<file path="src/rtl/tarb_pkg.sv">
package tarb_pkg;

    typedef enum logic [1:0] {
        POL_PENDING = 2'd0,
        POL_ROB     = 2'd1,
        POL_IQ      = 2'd2,
        POL_SPARE   = 2'd3
    } policy_e;

    typedef enum logic {
        SLOT_FREE = 1'b0,
        SLOT_HELD = 1'b1
    } slot_state_e;

endpackage

</file>
<file path="src/rtl/tarb_slot.sv">
module tarb_slot
    import tarb_pkg::*;
#(
    parameter int TID_W  = 2,
    parameter int BANK_W = 2,
    parameter int ROW_W  = 8,
    parameter int AGE_W  = 4
) (
    input  logic              clk,
    input  logic              rst_n,
    input  logic              fill,
    input  logic              take,
    input  logic [TID_W-1:0]  in_tid,
    input  logic              in_wr,
    input  logic [BANK_W-1:0] in_bank,
    input  logic [ROW_W-1:0]  in_row,
    output logic              held,
    output logic [TID_W-1:0]  tid,
    output logic              wr,
    output logic [BANK_W-1:0] bank,
    output logic [ROW_W-1:0]  row,
    output logic [AGE_W-1:0]  age
);

    slot_state_e state_q, state_d;

    always_comb begin
        state_d = state_q;
        unique case (state_q)
            SLOT_FREE: if (fill) state_d = SLOT_HELD;
            SLOT_HELD: if (take) state_d = SLOT_FREE;
            default:   state_d = SLOT_FREE;
        endcase
    end

    always_ff @(posedge clk) begin
        if (!rst_n) state_q <= SLOT_FREE;
        else        state_q <= state_d;
    end

    always_ff @(posedge clk) begin
        if (!rst_n) begin
            tid  <= '0;
            wr   <= 1'b0;
            bank <= '0;
            row  <= '0;
            age  <= '0;
        end else if (fill) begin
            tid  <= in_tid;
            wr   <= in_wr;
            bank <= in_bank;
            row  <= in_row;
            age  <= '0;
        end else if (state_q == SLOT_HELD && age != '1) begin
            age  <= age + 1'b1;
        end
    end

    assign held = (state_q == SLOT_HELD);

    AST_FILL_ONLY_FREE: assert property (@(posedge clk) disable iff (!rst_n)
        fill |-> state_q == SLOT_FREE);
    AST_TAKE_ONLY_HELD: assert property (@(posedge clk) disable iff (!rst_n)
        take |-> state_q == SLOT_HELD);

endmodule

</file>
<file path="src/rtl/tarb_rowtrk.sv">
module tarb_rowtrk #(
    parameter int BANKS  = 4,
    parameter int BANK_W = 2,
    parameter int ROW_W  = 8,
    parameter int DEPTH  = 8
) (
    input  logic              clk,
    input  logic              rst_n,
    input  logic              upd,
    input  logic              close_pg,
    input  logic [BANK_W-1:0] upd_bank,
    input  logic [ROW_W-1:0]  upd_row,
    input  logic [BANK_W-1:0] q_bank [DEPTH],
    input  logic [ROW_W-1:0]  q_row  [DEPTH],
    output logic [DEPTH-1:0]  q_hit
);

    logic [BANKS-1:0] open_vld_q;
    logic [ROW_W-1:0] open_row_q [BANKS];

    always_ff @(posedge clk) begin
        if (!rst_n) begin
            open_vld_q <= '0;
            for (int b = 0; b < BANKS; b++) open_row_q[b] <= '0;
        end else if (upd) begin
            open_vld_q[upd_bank] <= !close_pg;
            open_row_q[upd_bank] <= upd_row;
        end
    end

    always_comb begin
        for (int i = 0; i < DEPTH; i++) begin
            q_hit[i] = !close_pg && open_vld_q[q_bank[i]] &&
                       (open_row_q[q_bank[i]] == q_row[i]);
        end
    end

    AST_OPEN_TRACKS: assert property (@(posedge clk) disable iff (!rst_n)
        upd && !close_pg |=> open_vld_q[$past(upd_bank)] &&
                             open_row_q[$past(upd_bank)] == $past(upd_row));
    AST_CLOSE_CLEARS: assert property (@(posedge clk) disable iff (!rst_n)
        upd && close_pg |=> !open_vld_q[$past(upd_bank)]);

endmodule

</file>
<file path="src/rtl/tarb_pick.sv">
module tarb_pick #(
    parameter int DEPTH  = 8,
    parameter int KEY_W  = 12,
    parameter int SLOT_W = 3
) (
    input  logic [DEPTH-1:0]  held,
    input  logic [KEY_W-1:0]  key [DEPTH],
    output logic              any,
    output logic [SLOT_W-1:0] idx
);

    logic [KEY_W-1:0] best;

    always_comb begin
        any  = 1'b0;
        idx  = '0;
        best = '0;
        for (int i = 0; i < DEPTH; i++) begin
            if (held[i] && (!any || key[i] > best)) begin
                any  = 1'b1;
                idx  = SLOT_W'(i);
                best = key[i];
            end
        end
    end

endmodule

</file>
<file path="src/rtl/tarb_sched.sv">
module tarb_sched
    import tarb_pkg::*;
#(
    parameter int DEPTH   = 8,
    parameter int THREADS = 4,
    parameter int BANKS   = 4,
    parameter int ROW_W   = 8,
    parameter int AGE_W   = 4,
    parameter int OCC_W   = 6,
    localparam int TID_W   = $clog2(THREADS),
    localparam int BANK_W  = $clog2(BANKS),
    localparam int SLOT_W  = $clog2(DEPTH),
    localparam int CNT_W   = $clog2(DEPTH + 1),
    localparam int SCORE_W = (OCC_W > CNT_W) ? OCC_W : CNT_W,
    localparam int KEY_W   = 2 + SCORE_W + AGE_W
) (
    input  logic                     clk,
    input  logic                     rst_n,
    input  logic [1:0]               cfg_policy_i,
    input  logic                     cfg_close_i,
    input  logic [THREADS*OCC_W-1:0] rob_occ_i,
    input  logic [THREADS*OCC_W-1:0] iq_occ_i,
    input  logic                     req_vld_i,
    output logic                     req_rdy_o,
    input  logic [TID_W-1:0]         req_tid_i,
    input  logic                     req_wr_i,
    input  logic [BANK_W-1:0]        req_bank_i,
    input  logic [ROW_W-1:0]         req_row_i,
    output logic                     iss_vld_o,
    input  logic                     iss_rdy_i,
    output logic [TID_W-1:0]         iss_tid_o,
    output logic                     iss_wr_o,
    output logic [BANK_W-1:0]        iss_bank_o,
    output logic [ROW_W-1:0]         iss_row_o,
    output logic                     iss_hit_o
);

    logic [DEPTH-1:0]   held, fill_v, take_v, slot_wr, slot_hit;
    logic [TID_W-1:0]   slot_tid  [DEPTH];
    logic [BANK_W-1:0]  slot_bank [DEPTH];
    logic [ROW_W-1:0]   slot_row  [DEPTH];
    logic [AGE_W-1:0]   slot_age  [DEPTH];
    logic [SCORE_W-1:0] slot_score[DEPTH];
    logic [KEY_W-1:0]   slot_key  [DEPTH];
    logic [CNT_W-1:0]   pend_q    [THREADS];
    logic [SLOT_W-1:0]  pick_idx;
    logic               accept, take, found;

    assign req_rdy_o = !(&held);
    assign accept    = req_vld_i && req_rdy_o;
    assign take      = iss_vld_o && iss_rdy_i;
    assign take_v    = DEPTH'(take) << pick_idx;

    // lowest free slot receives the accepted request
    always_comb begin
        fill_v = '0;
        found  = 1'b0;
        for (int i = 0; i < DEPTH; i++) begin
            if (!held[i] && !found) begin
                fill_v[i] = accept;
                found     = 1'b1;
            end
        end
    end

    for (genvar g = 0; g < DEPTH; g++) begin : g_slot
        tarb_slot #(
            .TID_W(TID_W), .BANK_W(BANK_W), .ROW_W(ROW_W), .AGE_W(AGE_W)
        ) slot_i (
            .clk(clk), .rst_n(rst_n), .fill(fill_v[g]), .take(take_v[g]),
            .in_tid(req_tid_i), .in_wr(req_wr_i), .in_bank(req_bank_i),
            .in_row(req_row_i), .held(held[g]), .tid(slot_tid[g]),
            .wr(slot_wr[g]), .bank(slot_bank[g]), .row(slot_row[g]),
            .age(slot_age[g])
        );
    end

    // per-thread pending counters
    for (genvar t = 0; t < THREADS; t++) begin : g_pend
        logic inc, dec;
        assign inc = accept && (req_tid_i == TID_W'(t));
        assign dec = take && (iss_tid_o == TID_W'(t));
        always_ff @(posedge clk) begin
            if (!rst_n)          pend_q[t] <= '0;
            else if (inc && !dec) pend_q[t] <= pend_q[t] + 1'b1;
            else if (dec && !inc) pend_q[t] <= pend_q[t] - 1'b1;
        end
        AST_PEND_BOUND: assert property (@(posedge clk) disable iff (!rst_n)
            pend_q[t] <= CNT_W'(DEPTH));
    end

    // thread-aware score, larger is better
    always_comb begin
        for (int i = 0; i < DEPTH; i++) begin
            unique case (policy_e'(cfg_policy_i))
                POL_ROB: slot_score[i] = SCORE_W'(rob_occ_i[slot_tid[i]*OCC_W +: OCC_W]);
                POL_IQ:  slot_score[i] = SCORE_W'(iq_occ_i[slot_tid[i]*OCC_W +: OCC_W]);
                default: slot_score[i] = SCORE_W'(CNT_W'(DEPTH) - pend_q[slot_tid[i]]);
            endcase
            slot_key[i] = {slot_hit[i], !slot_wr[i], slot_score[i], slot_age[i]};
        end
    end

    tarb_rowtrk #(
        .BANKS(BANKS), .BANK_W(BANK_W), .ROW_W(ROW_W), .DEPTH(DEPTH)
    ) rowtrk_i (
        .clk(clk), .rst_n(rst_n), .upd(take), .close_pg(cfg_close_i),
        .upd_bank(iss_bank_o), .upd_row(iss_row_o),
        .q_bank(slot_bank), .q_row(slot_row), .q_hit(slot_hit)
    );

    tarb_pick #(
        .DEPTH(DEPTH), .KEY_W(KEY_W), .SLOT_W(SLOT_W)
    ) pick_i (
        .held(held), .key(slot_key), .any(iss_vld_o), .idx(pick_idx)
    );

    assign iss_tid_o  = slot_tid[pick_idx];
    assign iss_wr_o   = slot_wr[pick_idx];
    assign iss_bank_o = slot_bank[pick_idx];
    assign iss_row_o  = slot_row[pick_idx];
    assign iss_hit_o  = slot_hit[pick_idx];

    logic [CNT_W+TID_W:0] pend_sum;
    always_comb begin
        pend_sum = '0;
        for (int t = 0; t < THREADS; t++) pend_sum = pend_sum + (CNT_W+TID_W+1)'(pend_q[t]);
    end

    AST_PEND_NO_UNDERFLOW: assert property (@(posedge clk) disable iff (!rst_n)
        take |-> pend_q[iss_tid_o] != '0);
    AST_PEND_MATCHES_POOL: assert property (@(posedge clk) disable iff (!rst_n)
        int'(pend_sum) == $countones(held));

    for (genvar g = 0; g < DEPTH; g++) begin : g_order_chk
        AST_HIT_FIRST: assert property (@(posedge clk) disable iff (!rst_n)
            iss_vld_o && held[g] && slot_hit[g] |-> iss_hit_o);
        AST_READ_FIRST: assert property (@(posedge clk) disable iff (!rst_n)
            iss_vld_o && held[g] && (slot_hit[g] == iss_hit_o) && !slot_wr[g]
            |-> !iss_wr_o);
    end

endmodule

</file>
<file path="config.mk">
export PLATFORM = sky130hd
export DESIGN_NAME = tarb_sched
export DESIGN_NICKNAME = d
export VERILOG_FILES = /design/src/rtl/tarb_pkg.sv /design/src/rtl/tarb_slot.sv /design/src/rtl/tarb_rowtrk.sv /design/src/rtl/tarb_pick.sv /design/src/rtl/tarb_sched.sv
export SDC_FILE = /design/constraint.sdc
export NUM_CORES = 1
export LEC_CHECK = 0
export CAP_MARGIN = 20
export CORE_MARGIN = 2
export CORE_UTILIZATION = 52
export CTS_CLUSTER_DIAMETER = 30
export DETAILED_ROUTE_END_ITERATION = 8
export GPL_ROUTABILITY_DRIVEN = 0
export PLACE_DENSITY = 0.74
export REMOVE_ABC_BUFFERS = 1
export SYNTH_ARGS = -nofsm -noshare
export SYNTH_HDL_FRONTEND = slang
export SYNTH_HIERARCHICAL = 1
export SYNTH_SLANG_ARGS = --single-unit
</file>
<file path="constraint.sdc">
create_clock -name clk -period 26.7 [get_ports clk]
set_input_delay 5.34 -clock clk [delete_from_list [all_inputs] [get_ports clk]]
set_output_delay 5.34 -clock clk [all_outputs]
set_load 0.01 [all_outputs]
</file>
==> results.cfg <==
[run_status]
status = finished clean

[cts]
cts-htree-levels = 4
clock-root-buffer = clkbuf_16
numCtsBuffers = 17
clkTransAtPathRegs_ns = 0.08
cts_hold_buffers = 0
clock_sinks = 196
cts_buffer_depth = 2
clock_latency_ns = 0.45
cts_tree = done

[route]
finalWirelength_um = 57000
via_count = 16111
drc_errors = 0
drt_iter0_drc = 2253
vias_per_cell = 6.76
antenna_left = 0
drtPass1Iterations = 6
wl_per_cell_um = 23.9

[finish]
nets = 2086
final_util = 0.589
syn_to_final_growth_pct = 12.4
ff_latch_area_um2 = 4400
num-fill-cells = 2872
multiInputGateArea_um2 = 13500
drive_above_1_share = 0.209
fin_area_um2 = 20900
num_antenna_cells = 0

[global_route]
met2_usage = 0.507
grtUsageMet3 = 0.0595
track_usage = 0.300
grt_max_degree = 97
grt_pass1_wl_um = 85800
grt_overflow = 0
antenna_found_initial = 0
grt_pass1_vias = 15444
busiest_layer = met2
grt_util_met1 = 0.366

[sta]
period_share = 0.973
final_hold_viol_count = 0
finalCriticalPeriod_ns = 25.99
slew_headroom = 0.359
timing.final.max_slew_violations = 0
postLayoutSetupSlackWorst_ns = 0.708
tns_ns = 0
finalClockSkew_ns = 0.0150
worst_pin_slew_ns = 0.960
fmax_mhz = 38.5
finalSetupViolCount = 0

[floorplan]
ios = 84
fp.dieArea_um2 = 37200
die-height_um = 193
die_x_um = 193
core_area_um2 = 35400
initial_utilization = 0.524
rows = 69

[logic_synthesis]
synth_cell_types = 78
synthCells = 1858
synthTopCellsByArea = mux4_2 (18%), dfxtp_1 (16%), mux2i_1 (8.6%)
async_flop_share = 0
synth-edff-count = 48
post-synth-top-count-cell = mux2i_1
synth_warnings = 6
synth_top_flop_cell = dfxtp_1
netlist_area_um2 = 18600
ys_seq_area_frac = 0.237
avgSynthCellArea_um2 = 9.99
synthTopCellsByCount = mux2i_1 (160), mux4_2 (150), dfxtp_1 (148)
synth_top_cell_by_area = mux4_2
ys_ff_latch = 196
synth.top_cell.area_share = 0.182

[job]
max_cap_violations = 0

[pwr]
p_total_uw = 912
p_leak_uw = 0.00705
power_density_nw_per_um2 = 43.7
ir_worst_vdd_v = 0.0000459

[setup_path]
worst_path_max_delay_cell = or4_4
worst_ep_required_time_ns = 21.36
path_class = in -> out
critical_path_arrival_ns = 20.65
cpPeakStageDelay_ns = 0.60
path_buf_inv = 12
cp_top_family = compound AO/OA/AOI/OAI gates
end_kind = output port
crit_fanout = 15
worstSetupStartpointType = primary input

[placed_design]
dpl_worst_slack_ns = -0.505
dp_hpwl_um = 40800
post_dp_cell_area_um2 = 19600
portBuffers = 83

[worst_hold_path]
hold_path.class = reg -> reg
-- cell type report --
type	count	area share
tap	461	0.0277
clock inverter	15	0.0103
clock buffer	17	0.0204
inverter	96	0.0173
multi-input combinational	1447	0.647
sequential	196	0.211
timing repair buffer	150	0.0662
-- timing repair --
action                     4_1_cts  5_1_grt
setup endpoints to repair       14       14
cloned                           1        3
pin swaps                        0       11
gates resized for setup          5       55
setup buffers                    0       35
-- worst min-delay path: stages, from the launching register on --
cell	delay, ns
dfxtp_1	0.34
inv_1	0.07
a211oi_1	0.06
-- kinds of logic after synthesis --
group	Yosys count	synth area share
buf+inv	217	0.0511
flops	196	0.237
simple gates	576	0.170
mux	360	0.309
compound gates	305	0.114
xor+xnor	94	0.0444
fa+ha+maj	110	0.0746
-- per-stage QoR --
stage,instances,hold slack (ns)
after floorplan,1737,0.473
after global placement,2311,0.501
after detailed placement,2311,0.511
after CTS,2344,0.521
after global routing,2382,0.552
final,2382,0.516
-- power by group --
part / total (µW) / switching [µW] / internal, µW
clock: 282 / 130 / 152
combinational: 295 / 158 / 137
sequential: 334 / 21.8 / 313
-- worst paths after layout --
kind / startpoint / endpoint / slack, ns / depth (start not counted)
worst min register to register: g_slot[0].slot_i/age[3] / g_slot[0].slot_i/age[3] / 0.52 / 2
worst max-delay path: cfg_policy_i[1] / iss_row_o[3] / 0.71 / 67
worst max register to register: g_slot[0].slot_i/bank[0] / pend_q[2][3] / 9.44 / 73
worst min-delay path: g_slot[0].slot_i/age[3] / g_slot[0].slot_i/age[3] / 0.52 / 2
-- layout by cell type (no fill, tap or decap), types with 9 or more instances in the layout --
| cell type | n |
|---|---|
| mux2i_1 | 151 |
| or3_1 | 10 |
| mux2i_2 | 9 |
| clkdlybuf4s50_1 | 82 |
| buf_4 | 58 |
| o21ai_0 | 50 |
| nand2_1 | 101 |
| xor2_1 | 33 |
| mux2_2 | 33 |
| nor2b_1 | 113 |
| o21ai_1 | 11 |
| mux4_1 | 12 |
| a31oi_1 | 13 |
| o2111ai_1 | 12 |
| o21a_1 | 10 |
| xnor2_1 | 61 |
| a211oi_1 | 12 |
| edfxtp_1 | 48 |
| nand3b_1 | 17 |
| and3_1 | 10 |
| clkbuf_16 | 17 |
| inv_2 | 17 |
| nor3_1 | 60 |
| nand3_1 | 46 |
| nor2_1 | 75 |
| and4_1 | 9 |
| inv_1 | 79 |
| or2_2 | 13 |
| nand2b_1 | 33 |
| mux4_2 | 150 |
| nand4_1 | 30 |
| nor3_2 | 14 |
| dfxtp_1 | 148 |
| ha_1 | 108 |
| a21oi_1 | 101 |
-- sequential cells by signal (all words and copies together), names as in the netlist, 8 cells and up --
| name | count |
|---|---|
| g_slot.slot_i/age | 32 |
| g_slot.slot_i/bank | 16 |
| g_slot.slot_i/held | 8 |
| g_slot.slot_i/row | 64 |
| g_slot.slot_i/tid | 16 |
| g_slot.slot_i/wr | 8 |
| pend_q | 16 |
| rowtrk_i/open_row_q | 32 |
-- per-layer routing --
layer  wire length [µm]  vias to the layer above
li1                   -                     7150
met5                  0                        -
met4               3020                        0
met3               5460                      221
met1              21300                     7790
met2              27200                      950
No activity file was read; power rests on OpenSTA's default activity.
